[src/rtl/xor_scan_pkg.sv]
package xor_scan_pkg;

  typedef enum logic [1:0] {
    ST_IDLE  = 2'd0,
    ST_SCAN  = 2'd1,
    ST_DRAIN = 2'd2,
    ST_FIN   = 2'd3
  } scanState_t;

  // Strobes from the sequencer to the accumulator datapath.
  typedef struct packed {
    logic clrAcc;
    logic accEn;
  } dpCtl_t;

endpackage

[src/rtl/xor_scan_ctrl.sv]
module xor_scan_ctrl
  import xor_scan_pkg::*;
#(
  parameter int ADDR_W = 4
) (
  input  logic              clk,
  input  logic              rst_n,
  input  logic              start,
  output logic [ADDR_W-1:0] memAddr,
  output logic              memRe,
  output logic              done,
  output dpCtl_t            dpCtl
);

  localparam logic [ADDR_W-1:0] LAST_ADDR = '1;

  scanState_t        stateQ;
  logic [ADDR_W-1:0] addrQ;
  logic              rdPendQ;

  always_ff @(posedge clk or negedge rst_n) begin
    if (!rst_n) begin
      stateQ  <= ST_IDLE;
      addrQ   <= '0;
      rdPendQ <= 1'b0;
    end else begin
      rdPendQ <= (stateQ == ST_SCAN);
      unique case (stateQ)
        ST_IDLE: begin
          if (start) begin
            stateQ <= ST_SCAN;
            addrQ  <= '0;
          end
        end
        ST_SCAN: begin
          if (addrQ == LAST_ADDR) begin
            stateQ <= ST_DRAIN;
          end else begin
            addrQ <= addrQ + ADDR_W'(1);
          end
        end
        ST_DRAIN: stateQ <= ST_FIN;
        ST_FIN:   stateQ <= ST_IDLE;
        default:  stateQ <= ST_IDLE;
      endcase
    end
  end

  always_comb begin
    memRe        = (stateQ == ST_SCAN);
    memAddr      = addrQ;
    done         = (stateQ == ST_FIN);
    dpCtl.clrAcc = (stateQ == ST_IDLE) && start;
    dpCtl.accEn  = rdPendQ;
  end

  // a sweep opens at address zero
  p_sweep_origin_r2: assert property (@(posedge clk) disable iff (!rst_n)
    $rose(memRe) |-> memAddr == '0);

  // consecutive reads step the address by one
  p_addr_step_r2: assert property (@(posedge clk) disable iff (!rst_n)
    (memRe && $past(memRe)) |-> memAddr == $past(memAddr) + ADDR_W'(1));

  // completion is a single-cycle pulse
  p_done_pulse_r5: assert property (@(posedge clk) disable iff (!rst_n)
    done |=> !done);

  // no read is issued while completion is flagged
  p_no_read_at_done_r7: assert property (@(posedge clk) disable iff (!rst_n)
    done |-> !memRe);

  // the accumulate strobe follows each read request by one cycle
  p_latency_r3: assert property (@(posedge clk) disable iff (!rst_n)
    memRe |=> dpCtl.accEn);

endmodule

[src/rtl/xor_scan_dp.sv]
module xor_scan_dp
  import xor_scan_pkg::*;
#(
  parameter int DATA_W = 8
) (
  input  logic              clk,
  input  logic              rst_n,
  input  dpCtl_t            dpCtl,
  input  logic [DATA_W-1:0] memRdata,
  output logic [DATA_W-1:0] result
);

  logic [DATA_W-1:0] accQ;

  always_ff @(posedge clk or negedge rst_n) begin
    if (!rst_n) begin
      accQ <= '0;
    end else if (dpCtl.clrAcc) begin
      accQ <= '0;
    end else if (dpCtl.accEn) begin
      accQ <= accQ ^ memRdata;
    end
  end

  assign result = accQ;

  // a clear strobe leaves the accumulator at zero
  p_clear_r8: assert property (@(posedge clk) disable iff (!rst_n)
    dpCtl.clrAcc |=> result == '0);

  // without a strobe the accumulator keeps its value
  p_hold_r6: assert property (@(posedge clk) disable iff (!rst_n)
    (!dpCtl.clrAcc && !dpCtl.accEn) |=> $stable(result));

  // clear and accumulate never coincide
  p_strobe_excl_r7: assert property (@(posedge clk) disable iff (!rst_n)
    !(dpCtl.clrAcc && dpCtl.accEn));

endmodule

[src/rtl/xor_scan_finder.sv]
module xor_scan_finder
  import xor_scan_pkg::*;
#(
  parameter int ADDR_W = 4,
  parameter int DATA_W = 8
) (
  input  logic              clk,
  input  logic              rst_n,
  input  logic              start,
  output logic [ADDR_W-1:0] memAddr,
  output logic              memRe,
  input  logic [DATA_W-1:0] memRdata,
  output logic              done,
  output logic [DATA_W-1:0] result
);

  dpCtl_t dpCtl;

  xor_scan_ctrl #(
    .ADDR_W (ADDR_W)
  ) ctrl_i (
    .clk     (clk),
    .rst_n   (rst_n),
    .start   (start),
    .memAddr (memAddr),
    .memRe   (memRe),
    .done    (done),
    .dpCtl   (dpCtl)
  );

  xor_scan_dp #(
    .DATA_W (DATA_W)
  ) dp_i (
    .clk      (clk),
    .rst_n    (rst_n),
    .dpCtl    (dpCtl),
    .memRdata (memRdata),
    .result   (result)
  );

endmodule

[config.mk]
export PLATFORM = sky130hd
export DESIGN_NAME = xor_scan_finder
export DESIGN_NICKNAME = d
export VERILOG_FILES = /design/src/rtl/xor_scan_pkg.sv /design/src/rtl/xor_scan_ctrl.sv /design/src/rtl/xor_scan_dp.sv /design/src/rtl/xor_scan_finder.sv
export SDC_FILE = /design/constraint.sdc
export NUM_CORES = 1
export LEC_CHECK = 0
export CAP_MARGIN = 10
export CORE_ASPECT_RATIO = 1.1
export CORE_MARGIN = 2
export CORE_UTILIZATION = 45
export DETAILED_ROUTE_END_ITERATION = 8
export PLACE_DENSITY = 0.77
export SETUP_SLACK_MARGIN = 0.5
export SYNTH_ARGS = -nofsm -noshare
export SYNTH_HDL_FRONTEND = slang
export SYNTH_HIERARCHICAL = 1
export SYNTH_SLANG_ARGS = --single-unit
[constraint.sdc]
create_clock -name clk -period 2 [get_ports clk]
set_input_delay 0.3 -clock clk [delete_from_list [all_inputs] [get_ports clk]]
set_output_delay 0.3 -clock clk [all_outputs]
set_load 0.1 [all_outputs]
## Word-level counts from Yosys, hierarchy flattened

Cells that the tools add are included.

| word-level totals | value |
|---|---|
| logic and storage cells | 27 |
| register bits | 15 |
| output and inout port bits | 14 |
| bits of input ports | 11 |

| cells by class | value |
|---|---|
| bitwise logic cells | 1 |
| reductions and logical operators | 6 |
| muxes and demuxes | 8 |
| $add $sub $neg | 1 |
| equality and inequality tests | 7 |

Operators with widths:

| kind | number |
|---|---|
| $mux W8 | 2 |
| $mux W4 | 2 |
| $pmux W2 S4 | 1 |
| $pmux W4 S2 | 1 |
| $xor A8 B8 Y8 | 1 |
| $add A4 B1 Y4 const B | 1 |
| $eq A2 B2 Y1 const B | 2 |
| $eq A4 B4 Y1 const B | 1 |
| $mux W2 | 2 |
| $ne A2 B2 Y1 const B | 2 |
| $reduce_bool A2 Y1 | 2 |
| $reduce_and A3 Y1 | 1 |
| $eq A2 B1 Y1 const B | 1 |
| $logic_not A2 Y1 | 1 |
| $ne A2 B1 Y1 const B | 1 |
| $reduce_and A2 Y1 | 1 |
| $logic_and A1 B1 Y1 | 1 |

## Logic depth before layout (Yosys ltp)

Gate-level depths: netlist (run 1).

| depth | value |
|---|---|
| depth after elaboration | 3 |
| gate-level depth with buffers | 6 |
| mapped depth without buffers | 5 |

## Modules after synthesis

The synthesis (run 1) kept the hierarchy.

By module, submodules not included:

| module | seq. area each (um^2) | cells an instance | area each (um^2) | times used |
|---|---|---|---|---|
| xor_scan_ctrl | 175.2 | 43 | 426.7 | 1 |
| xor_scan_dp | 200.2 | 35 | 406.6 | 1 |

## Least setup slack after synthesis (run 1)

Ideal clock, no wire load.

| timing | value |
|---|---|
| path type | flip-flop to flip-flop |
| start point | register ctrl_i.stateQ[1] |
| end point | register ctrl_i.addrQ[3], in the netlist ctrl_i/memAddr[3] |
| data arrival time | 2.192 ns |
| setup slack | -0.264 ns |
| cell stages (with the launch flop) | 6 |
| required time | 1.928 ns |
| clock period less this slack | 2.264 ns |
| cell sequence | dfrtp_1 inv_1 ha_1 mux2i_1 or4_1 nand3_1 |

| on the way | value |
|---|---|
| cells in the longest elaborated chain, start to end | 3 |

RTL lines:

| item | line | source |
|---|---|---|
| from (decl) | xor_scan_ctrl.sv:17 | `scanState_t stateQ;` |
| from (signal assigned) | xor_scan_ctrl.sv:23 | `stateQ <= ST_IDLE;` |
| from (signal assigned) | xor_scan_ctrl.sv:31 | `stateQ <= ST_SCAN;` |
| from (signal assigned) | xor_scan_ctrl.sv:37 | `stateQ <= ST_DRAIN;` |
| $eq A2 B1 Y1 (*) | n/a |  |
| net memRe | xor_scan_finder.sv:11 | `output logic memRe,` |
| $ne A2 B2 Y1 (no source line) or $reduce_bool A2 Y1 (tied branches) | n/a |  |
| $reduce_and A3 Y1 (no source line) | n/a |  |
| to (signal assigned) | xor_scan_ctrl.sv:39 | `addrQ <= addrQ + ADDR_W'(1);` |
| to (decl) | xor_scan_ctrl.sv:18 | `logic [ADDR_W-1:0] addrQ;` |

The timed path passes the listed nets; every way through them passes the cells marked *.
A chain may end at the register's enable or synchronous reset.

## Worst setup path after layout (run 1)

| timing | value |
|---|---|
| start point | register ctrl_i.stateQ[1] |
| end point | output port memRe |

| on the way | value |
|---|---|
| cells in the longest elaborated chain, start to end | 1 |

RTL lines:

| item | line | source |
|---|---|---|
| $eq A2 B1 Y1 | xor_scan_ctrl.sv:50 | `memRe = (stateQ == ST_SCAN);` |
| to (decl) | xor_scan_finder.sv:11 |  |

No other way between the ends.

==> results of run 1 <==
[state kept, by name (all words and copies together) (netlist names)]
name            count
ctrl_i/memAddr      4
ctrl_i/rdPendQ      1
ctrl_i/stateQ       2
dp_i/result         8
[per-stage QoR]
step	worst slack, ps	std cells
5_1_grt	441.2	127
3_5_place_dp	386.8	117
3_3_place_gp	441.2	117
4_1_cts	483.3	127
6_report	475.3	127
2_1_floorplan	471.9	78
[routing by layer]
metal	up-vias	part of all wire (%)	wire [um]	GRT usage [%]
li1	341	-	-	-
met1	358	40	780	21.96
met2	23	54	1055	32.62
met3	4	3.6	70	3.704
met4	0	1.8	34	9.804
met5	-	0	0	0
[layout make-up]
cell class,count,share of cell area (%)
well taps,18,1.891
flip-flops and latches,15,32.35
multi-input cells,55,38.55
repair buffers,31,23.74
inverters,4,1.261
clock buffers,4,2.206
[path summary, 6_finish.rpt]
path                                       start                 to  slack [ps]
worst max register to register  ctrl_i/stateQ[1]   ctrl_i/stateQ[1]         520
worst max-delay path            ctrl_i/stateQ[1]              memRe         480
worst min register to register    dp_i/result[4]     dp_i/result[4]         560
min in group clk                  dp_i/result[4]     dp_i/result[4]         560
worst min-delay path                       rst_n   ctrl_i/stateQ[0]         310
max in group asynchronous                  rst_n  ctrl_i/memAddr[0]        1490
[cells by family after synthesis]
family / share of synthesized area (%)
buffers and inverters: 5.855
adders and majority gates: 9.009
AOI/OAI and AO/OA: 19.97
and+or+nand+nor: 16.37
DFF: 45.05
muxes: 3.754
[cell usage after synthesis, types with 2 or more instances]
library cell,count,share of area [%]
nand3_1,4,2.4
nand3b_1,8,7.2
mux2i_1,2,2.4
o21ai_0,3,1.8
inv_1,3,1.4
buf_6,2,2.7
a21bo_1,2,2.4
a21oi_1,11,6.6
ha_1,6,9.0
nand2_1,3,1.4
dfrtp_1,15,45
a21bo_2,6,7.2
[critical path, stage by stage (launching register included)]
cell and delay (ps):
dfrtp_1 420, inv_2 110, ha_4 210, buf_12 190
[what timing repair did]
item / CTS / global route
endpoints found under the setup margin: 3 / 4
pin swaps: 1 / 1
buffers inserted: 6 / 0
cloned: 0 / 0
resized for setup: 2 / 0
==> impl_metrics.toml, run 1 <==
[cells_and_area]
layout_commonest_cell = "buf_4"
antenna_cells = 0
area_growth_pct = 42.94
seqCellArea_sq_um = 385.4
drive_gt1_share_pct = 40.37
fillers = 137
layout_common_cells = "19 x buf_4, 11 x dfrtp_1, 10 x a21oi_1, 10 x clkdlybuf4s50_1, 8 x nand3b_1"
final_area_sq_mm = 0.001191
multi_input_area_sq_um = 459.2
utilization_pct = 67.61
layout.nets = 127

[critical_path]
critPathArrivalTime_ps = 1220
endpoint_kind = "output pin"
worstSetupStartpointType = "register"
crit_type = "register to output pin"
crit_fanout = 7
required_ps = 1700
reg2reg_depth = 5

[synth]
async_flop_share_pct = 100.0
yosysSeqAreaShare_pct = 45.05
syn_area_per_cell_sq_um = 10.68
syn-instance-count = 78
ys.flop_type = "dfrtp_1"
yosys_warnings = 6
syn_area_sq_um = 833.3
syn_nets = 95
synth_seq_cells = 15
synth_edf_count = 0
ys_types = 25

[floorplan]
row_count = 16
die_h_um = 49.13
core_area_sq_mm = 0.001762
pin_count = 25
dieArea_sq_mm = 0.002212
die_x_um = 45.03
initial_core_util_pct = 47.30

[sta]
finalCritPeriodShare_pct = 76.24
rsz0062_at_grt = "yes"
timing.fmax_mhz = 655.8
maxSlewHeadroom_pct = 68.18
final_hold_viol_count = 0
setup_tns_ps = 0
fin_worst_skew_ps = 3.834
finalMaxSlewViolations = 0
timing.hold.ws_ps = 312.6
final-setup-viol-count = 0
worst_pin_slew_ps = 477.3
post-route-min-period_ps = 1525

[placed_design]
port_buffers = 24
dpl-instance-area_sq_mm = 0.001115
place_congestion = 0.6842
place_hpwl_um = 1309

[job]
cap_violations = 0

[detailed_routing]
drt-pass1-iter-count = 4
viasPerCell = 5.717
drt-initial-drc-count = 13
vias = 726
wl_per_cell_um = 15.28
finalWirelength_um = 1940
final_antenna_net_count = 0
drc = 0

[hold_path]
hold_class = "input pin to asynchronous set/reset pin"

[clocking]
hold_buffers = 0
clockRootBuffer = "clkbuf_4"
cts.sinks = 15
cts_made_buffers = 3
ctsHtreeMaxLevel = 1
cts_tree = "yes"
clock_path_buffers = 2
clk_latency_ps = 280
clkTransAtPathRegs_ps = 90

[global_route]
grt_pass1_wl_um = 3098
grt-ovfl-total = 0
track_usage_pct = 19.21
antenna_found_initial = 0
grt_pass1_vias = 703
grt_max_degree = 17

[status]
run_status = "finished, final reports clean"
Power of run 1 is left out: the tool's default activity adds up to more than one toggle a clock period on the data nets, which glitch-free logic cannot reach.
==> run 2: changes to the inputs <==
==> constraint.sdc (replaced) <==
create_clock -name clk -period 1.55 [get_ports clk]
set_input_delay 0.2325 -clock clk [delete_from_list [all_inputs] [get_ports clk]]
set_output_delay 0.2325 -clock clk [all_outputs]
set_load 0.1 [all_outputs]
==> run 2 against run 1 <==
Flip-flop and latch count did not move. Cell count rose by 7.9%. Sequential share of layout area fell by 5.6 points. Clock skew fell by 2.9 ps. Critical path depth rose by 1. Setup slack got worse by 430 ps. Die area did not move. Count of clock-buffer cells in the layout fell by 1. Utilization rose by 16 points. Non-clock buffer count rose by 10. Register-to-register slack got worse by 450 ps. First-iteration DRC count rose to 2.6 times the previous value. Critical path type unchanged. Highest routed layer unchanged.
==> impl_metrics.toml, run 2 (synthesis results as in run 1) <==
[clocking]
clk_latency_ps = 280
cts_tree = "yes"
ctsHtreeMaxLevel = 1
clock_path_buffers = 2
hold_buffers = 0
clkTransAtPathRegs_ps = 90
cts_made_buffers = 3
clockRootBuffer = "clkbuf_4"
cts.sinks = 15

[detailed_routing]
drt-pass1-iter-count = 4
drc = 0
drt-initial-drc-count = 34
wl_per_cell_um = 17.06
viasPerCell = 5.693
finalWirelength_um = 2337
final_antenna_net_count = 0
vias = 780

[critical_path]
crit_type = "register to output pin"
endpoint_kind = "output pin"
critPathBufInv = 3
slowest_stage = "dfrtp_1"
critPathArrivalTime_ps = 1270
path_cells = "inv_2 -> buf_6 -> ha_4 -> buf_12"
worstSetupStartpointType = "register"
cp_slowest_stage_delay_ps = 410
critPathTopFamily = "flip-flops"
required_ps = 1320
crit_fanout = 8

[placed_design]
post-place-cells = 121
place_congestion = 0.7542
dpl-instance-area_sq_mm = 0.001305
port_buffers = 24
place_hpwl_um = 1323

[status]
run_status = "finished, final reports clean"

[sta]
finalCritPeriodShare_pct = 96.95
rsz0062_at_grt = "yes"
worst_pin_slew_ps = 487.4
setup_tns_ps = 0
timing.fmax_mhz = 665.4
finalMaxSlewViolations = 0
final-setup-viol-count = 0
final_hold_viol_count = 0
maxSlewHeadroom_pct = 67.51
fin_worst_skew_ps = 0.9509
post-route-min-period_ps = 1503

[global_route]
antenna_found_initial = 0
grt_pass1_vias = 788
grt_pass1_wl_um = 3532
track_usage_pct = 21.47
grt_max_degree = 17
grt-ovfl-total = 0

[cells_and_area]
antenna_cells = 0
fillers = 94
layout_common_cells = "14 x buf_4, 14 x buf_12, 10 x a21oi_1, 10 x dfrtp_2, 10 x clkdlybuf4s50_1"
final_area_sq_mm = 0.001476
stdcell_count = 137
area_growth_pct = 77.18
layout.nets = 137
drive_gt1_share_pct = 57.14
largest_reg_flops = 8
utilization_pct = 83.81

[floorplan]
die_h_um = 49.13
initial_core_util_pct = 47.30
core_area_sq_mm = 0.001762
die_x_um = 45.03
row_count = 16
pin_count = 25
dieArea_sq_mm = 0.002212

[hold_path]
hold_class = "input pin to asynchronous set/reset pin"

[job]
cap_violations = 0
## run 2: final timing paths
kind                                   from           endpoint  slack [ps]  depth (start not counted)
max in group asynchronous             rst_n  ctrl_i/memAddr[1]        1040                          2
max                        ctrl_i/stateQ[1]              memRe          50                          4
min in group clk                memRdata[4]     dp_i/result[4]         550                          3
min                                   rst_n   ctrl_i/stateQ[0]         320                          2
min reg2reg                  dp_i/result[4]     dp_i/result[4]         590                          2
max reg2reg                ctrl_i/stateQ[1]  ctrl_i/memAddr[3]          70                          6
## run 2: repair_timing
item	CTS	global route
buffers inserted	10	2
setup endpoints to repair	28	28
resized for setup	9	6
pin swaps	1	0
## run 2: per-layer routing
| metal | wire, um | track usage (%) | up-vias | part of all wire, % |
|---|---|---|---|---|
| li1 | - | - | 363 | - |
| met1 | 874 | 28.44 | 377 | 37 |
| met2 | 1302 | 33.57 | 35 | 56 |
| met3 | 117 | 4.074 | 5 | 5.0 |
| met4 | 43 | 8.824 | 0 | 1.8 |
| met5 | 0 | 0 | - | 0 |
## run 2: cell type report
cell class                      instances  area [sq um]  area share (%)
Timing Repair Buffer                   41         519.2           35.17
Multi-Input combinational cell         55         494.2           33.47
Sequential cell                        15         395.4           26.78
Clock buffer                            3         22.52           1.525
Inverter                                4         17.52           1.186
Tap cell                               18         22.52           1.525
Clock inverter                          1         5.005          0.3390
## run 2: metrics by stage
stage | hold WS [ps] | worst slack [ps]
finish | 322.3 | 47.22
global route | 329.3 | -1.928
CTS | 294.2 | 69.16
detailed placement | 584.7 | 46.47
global placement | 563.7 | 62.98
floorplan | -63.09 | 21.88
## run 2: worst reg2reg max path: stages (launching register included)
cell	delay, ps
dfrtp_1	410
inv_2	70
buf_6	100
ha_4	210
inv_2	80
or4_1	470
nand3_1	80
Power of run 2 is left out for the same reason.
==> run 3: changes to the inputs <==
--- a/config.mk
+++ b/config.mk
@@ -7,8 +7,8 @@
 export LEC_CHECK = 0
 export CAP_MARGIN = 10
 export CORE_ASPECT_RATIO = 1.1
-export CORE_MARGIN = 2
 export CORE_UTILIZATION = 45
+export CTS_CLUSTER_SIZE = 25
 export DETAILED_ROUTE_END_ITERATION = 8
 export PLACE_DENSITY = 0.77
 export SETUP_SLACK_MARGIN = 0.5
@@ -16,3 +16,4 @@
 export SYNTH_HDL_FRONTEND = slang
 export SYNTH_HIERARCHICAL = 1
 export SYNTH_SLANG_ARGS = --single-unit
+export TNS_END_PERCENT = 10
==> run 3 against run 2 <==
First-iteration DRC count decreased by 47%. Flip-flop and latch count unchanged. Sequential share of layout area is 1.6 points higher. Global-route usage is 1.9 points higher. Die area fell by 8.3%. Via count decreased by 5.5%. Routed wire length decreased by 13%. Cell count is 7.3% lower. Non-clock buffer count decreased by 9. Largest cell class is now multi-input combinational cells.
==> impl_metrics.toml, run 3 (synthesis results as in run 1) <==
[status]
run_status = "finished, final reports clean"

[placed_design]
place_hpwl_um = 1450
dpl-instance-area_sq_mm = 0.001286
post-place-cells = 119
port_buffers = 24
place_congestion = 0.8255

[sta]
fin_worst_skew_ps = 0.2928
finalMaxSlewViolations = 0
timing.fmax_mhz = 669.2
worst_pin_slew_ps = 502.2
maxSlewHeadroom_pct = 66.52
final_hold_viol_count = 0
rsz0062_at_grt = "yes"
finalCritPeriodShare_pct = 96.41
post-route-min-period_ps = 1494
timing.hold.ws_ps = 245.6
final-setup-viol-count = 0

[global_route]
antenna_found_initial = 0
grt_pass1_vias = 747
track_usage_pct = 23.40
grt_pass1_wl_um = 3422
grt_max_degree = 17
grt-ovfl-total = 0

[critical_path]
path_cells = "inv_1 -> ha_2 -> nor2b_2 -> a21oi_2 -> mux2_4"
critPathArrivalTime_ps = 1680
crit_fanout = 4
critPathTopFamily = "flip-flops"
worstSetupStartpointType = "register"
required_ps = 1730
cp_slowest_stage_delay_ps = 390
critPathBufInv = 1
cp_num_cells = 5
crit_type = "register to register"
endpoint_kind = "register"
reg2reg_depth = 5
slowest_stage = "dfrtp_1"

[cells_and_area]
area_growth_pct = 63.06
layout.nets = 128
layout_commonest_cell = "buf_12"
fillers = 89
largest_reg_flops = 8
layout_common_cells = "14 x buf_12, 11 x dfrtp_1, 10 x a21oi_1, 10 x clkdlybuf4s50_1, 8 x nand3b_1"
antenna_cells = 0
stdcell_count = 127
final_area_sq_mm = 0.001359
drive_gt1_share_pct = 42.73

[clocking]
ctsHtreeMaxLevel = 1
clockRootBuffer = "clkbuf_4"
clkTransAtPathRegs_ps = 90
cts_made_buffers = 3
cts.sinks = 15
clk_latency_ps = 290
clock_path_buffers = 2
cts_tree = "yes"

[floorplan]
pin_count = 25
die_x_um = 43.03
dieArea_sq_mm = 0.002028
core_area_sq_mm = 0.001652
initial_core_util_pct = 50.45
die_h_um = 47.13
row_count = 15

[detailed_routing]
finalWirelength_um = 2038
drt-initial-drc-count = 18
wl_per_cell_um = 16.05
drt-pass1-iter-count = 4
drc = 0
viasPerCell = 5.803
vias = 737
final_antenna_net_count = 0

[hold_path]
hold_class = "input pin to asynchronous set/reset pin"

[job]
cap_violations = 0
[run 3: cell count changes in the layout (fill, tap and decap cells not counted), sizes merged]
cell / before / now
buf: 31 / 22
[run 3: layout make-up]
class | count | area (sq um) | share of cell area, %
sequential | 15 | 385.4 | 28.36
tap | 17 | 21.27 | 1.565
clock buffer | 3 | 22.52 | 1.657
clock inverter | 1 | 5.005 | 0.3683
inverter | 4 | 15.01 | 1.105
timing repair buffer | 32 | 440.4 | 32.41
multi-input combinational | 55 | 469.2 | 34.53
[run 3: final timing paths]
kind / from / endpoint / slack, ps
max: ctrl_i/stateQ[0] / ctrl_i/stateQ[1] / 60
min: rst_n / ctrl_i/memAddr[1] / 250
min in group clk: memRdata[1] / dp_i/result[1] / 550
max reg2reg: ctrl_i/stateQ[0] / ctrl_i/stateQ[1] / 60
max in group asynchronous: rst_n / ctrl_i/memAddr[0] / 1110
min reg2reg: ctrl_i/memAddr[0] / ctrl_i/memAddr[0] / 600
[run 3: repair_timing]
| item | in CTS | in global routing |
|---|---|---|
| hold buffers | 0 | 0 |
| gates resized for setup | 4 | 1 |
| setup endpoints to repair | 28 | 29 |
| setup buffers | 3 | 1 |
| endpoints found under the hold margin | 0 | 0 |
[run 3: layer usage]
layer	GRT usage [%]	part of all wire, %	vias to the layer above
met5	0	0	-
met4	10.91	1.5	0
met3	3.846	4.1	6
met2	40.30	54	26
met1	29.51	41	363
li1	-	-	342
[run 3: through the flow]
| step | setup WS [ps] | setup TNS [ps] | utilization, % |
|---|---|---|---|
| floorplan | 21.86 | 0 | - |
| global placement | 67.90 | 0 | 77.88 |
| detailed placement | 3.835 | 0 | 77.88 |
| CTS | 72.53 | 0 | 81.36 |
| global route | -7.979 | -7.979 | 82.27 |
| finish | 55.68 | 0 | 82.27 |
[run 3: worst reg2reg max path, delay by kind of cell, from the launching register on]
family,cells,cell delay [ps]
AO/OA/AOI/OAI,1,80
adder cells (fa/ha/maj),1,260
buffers and inverters,1,110
flip-flops,1,390
multiplexers,1,300
AND/OR/NAND/NOR,1,250
Power of run 3 is left out for the same reason.
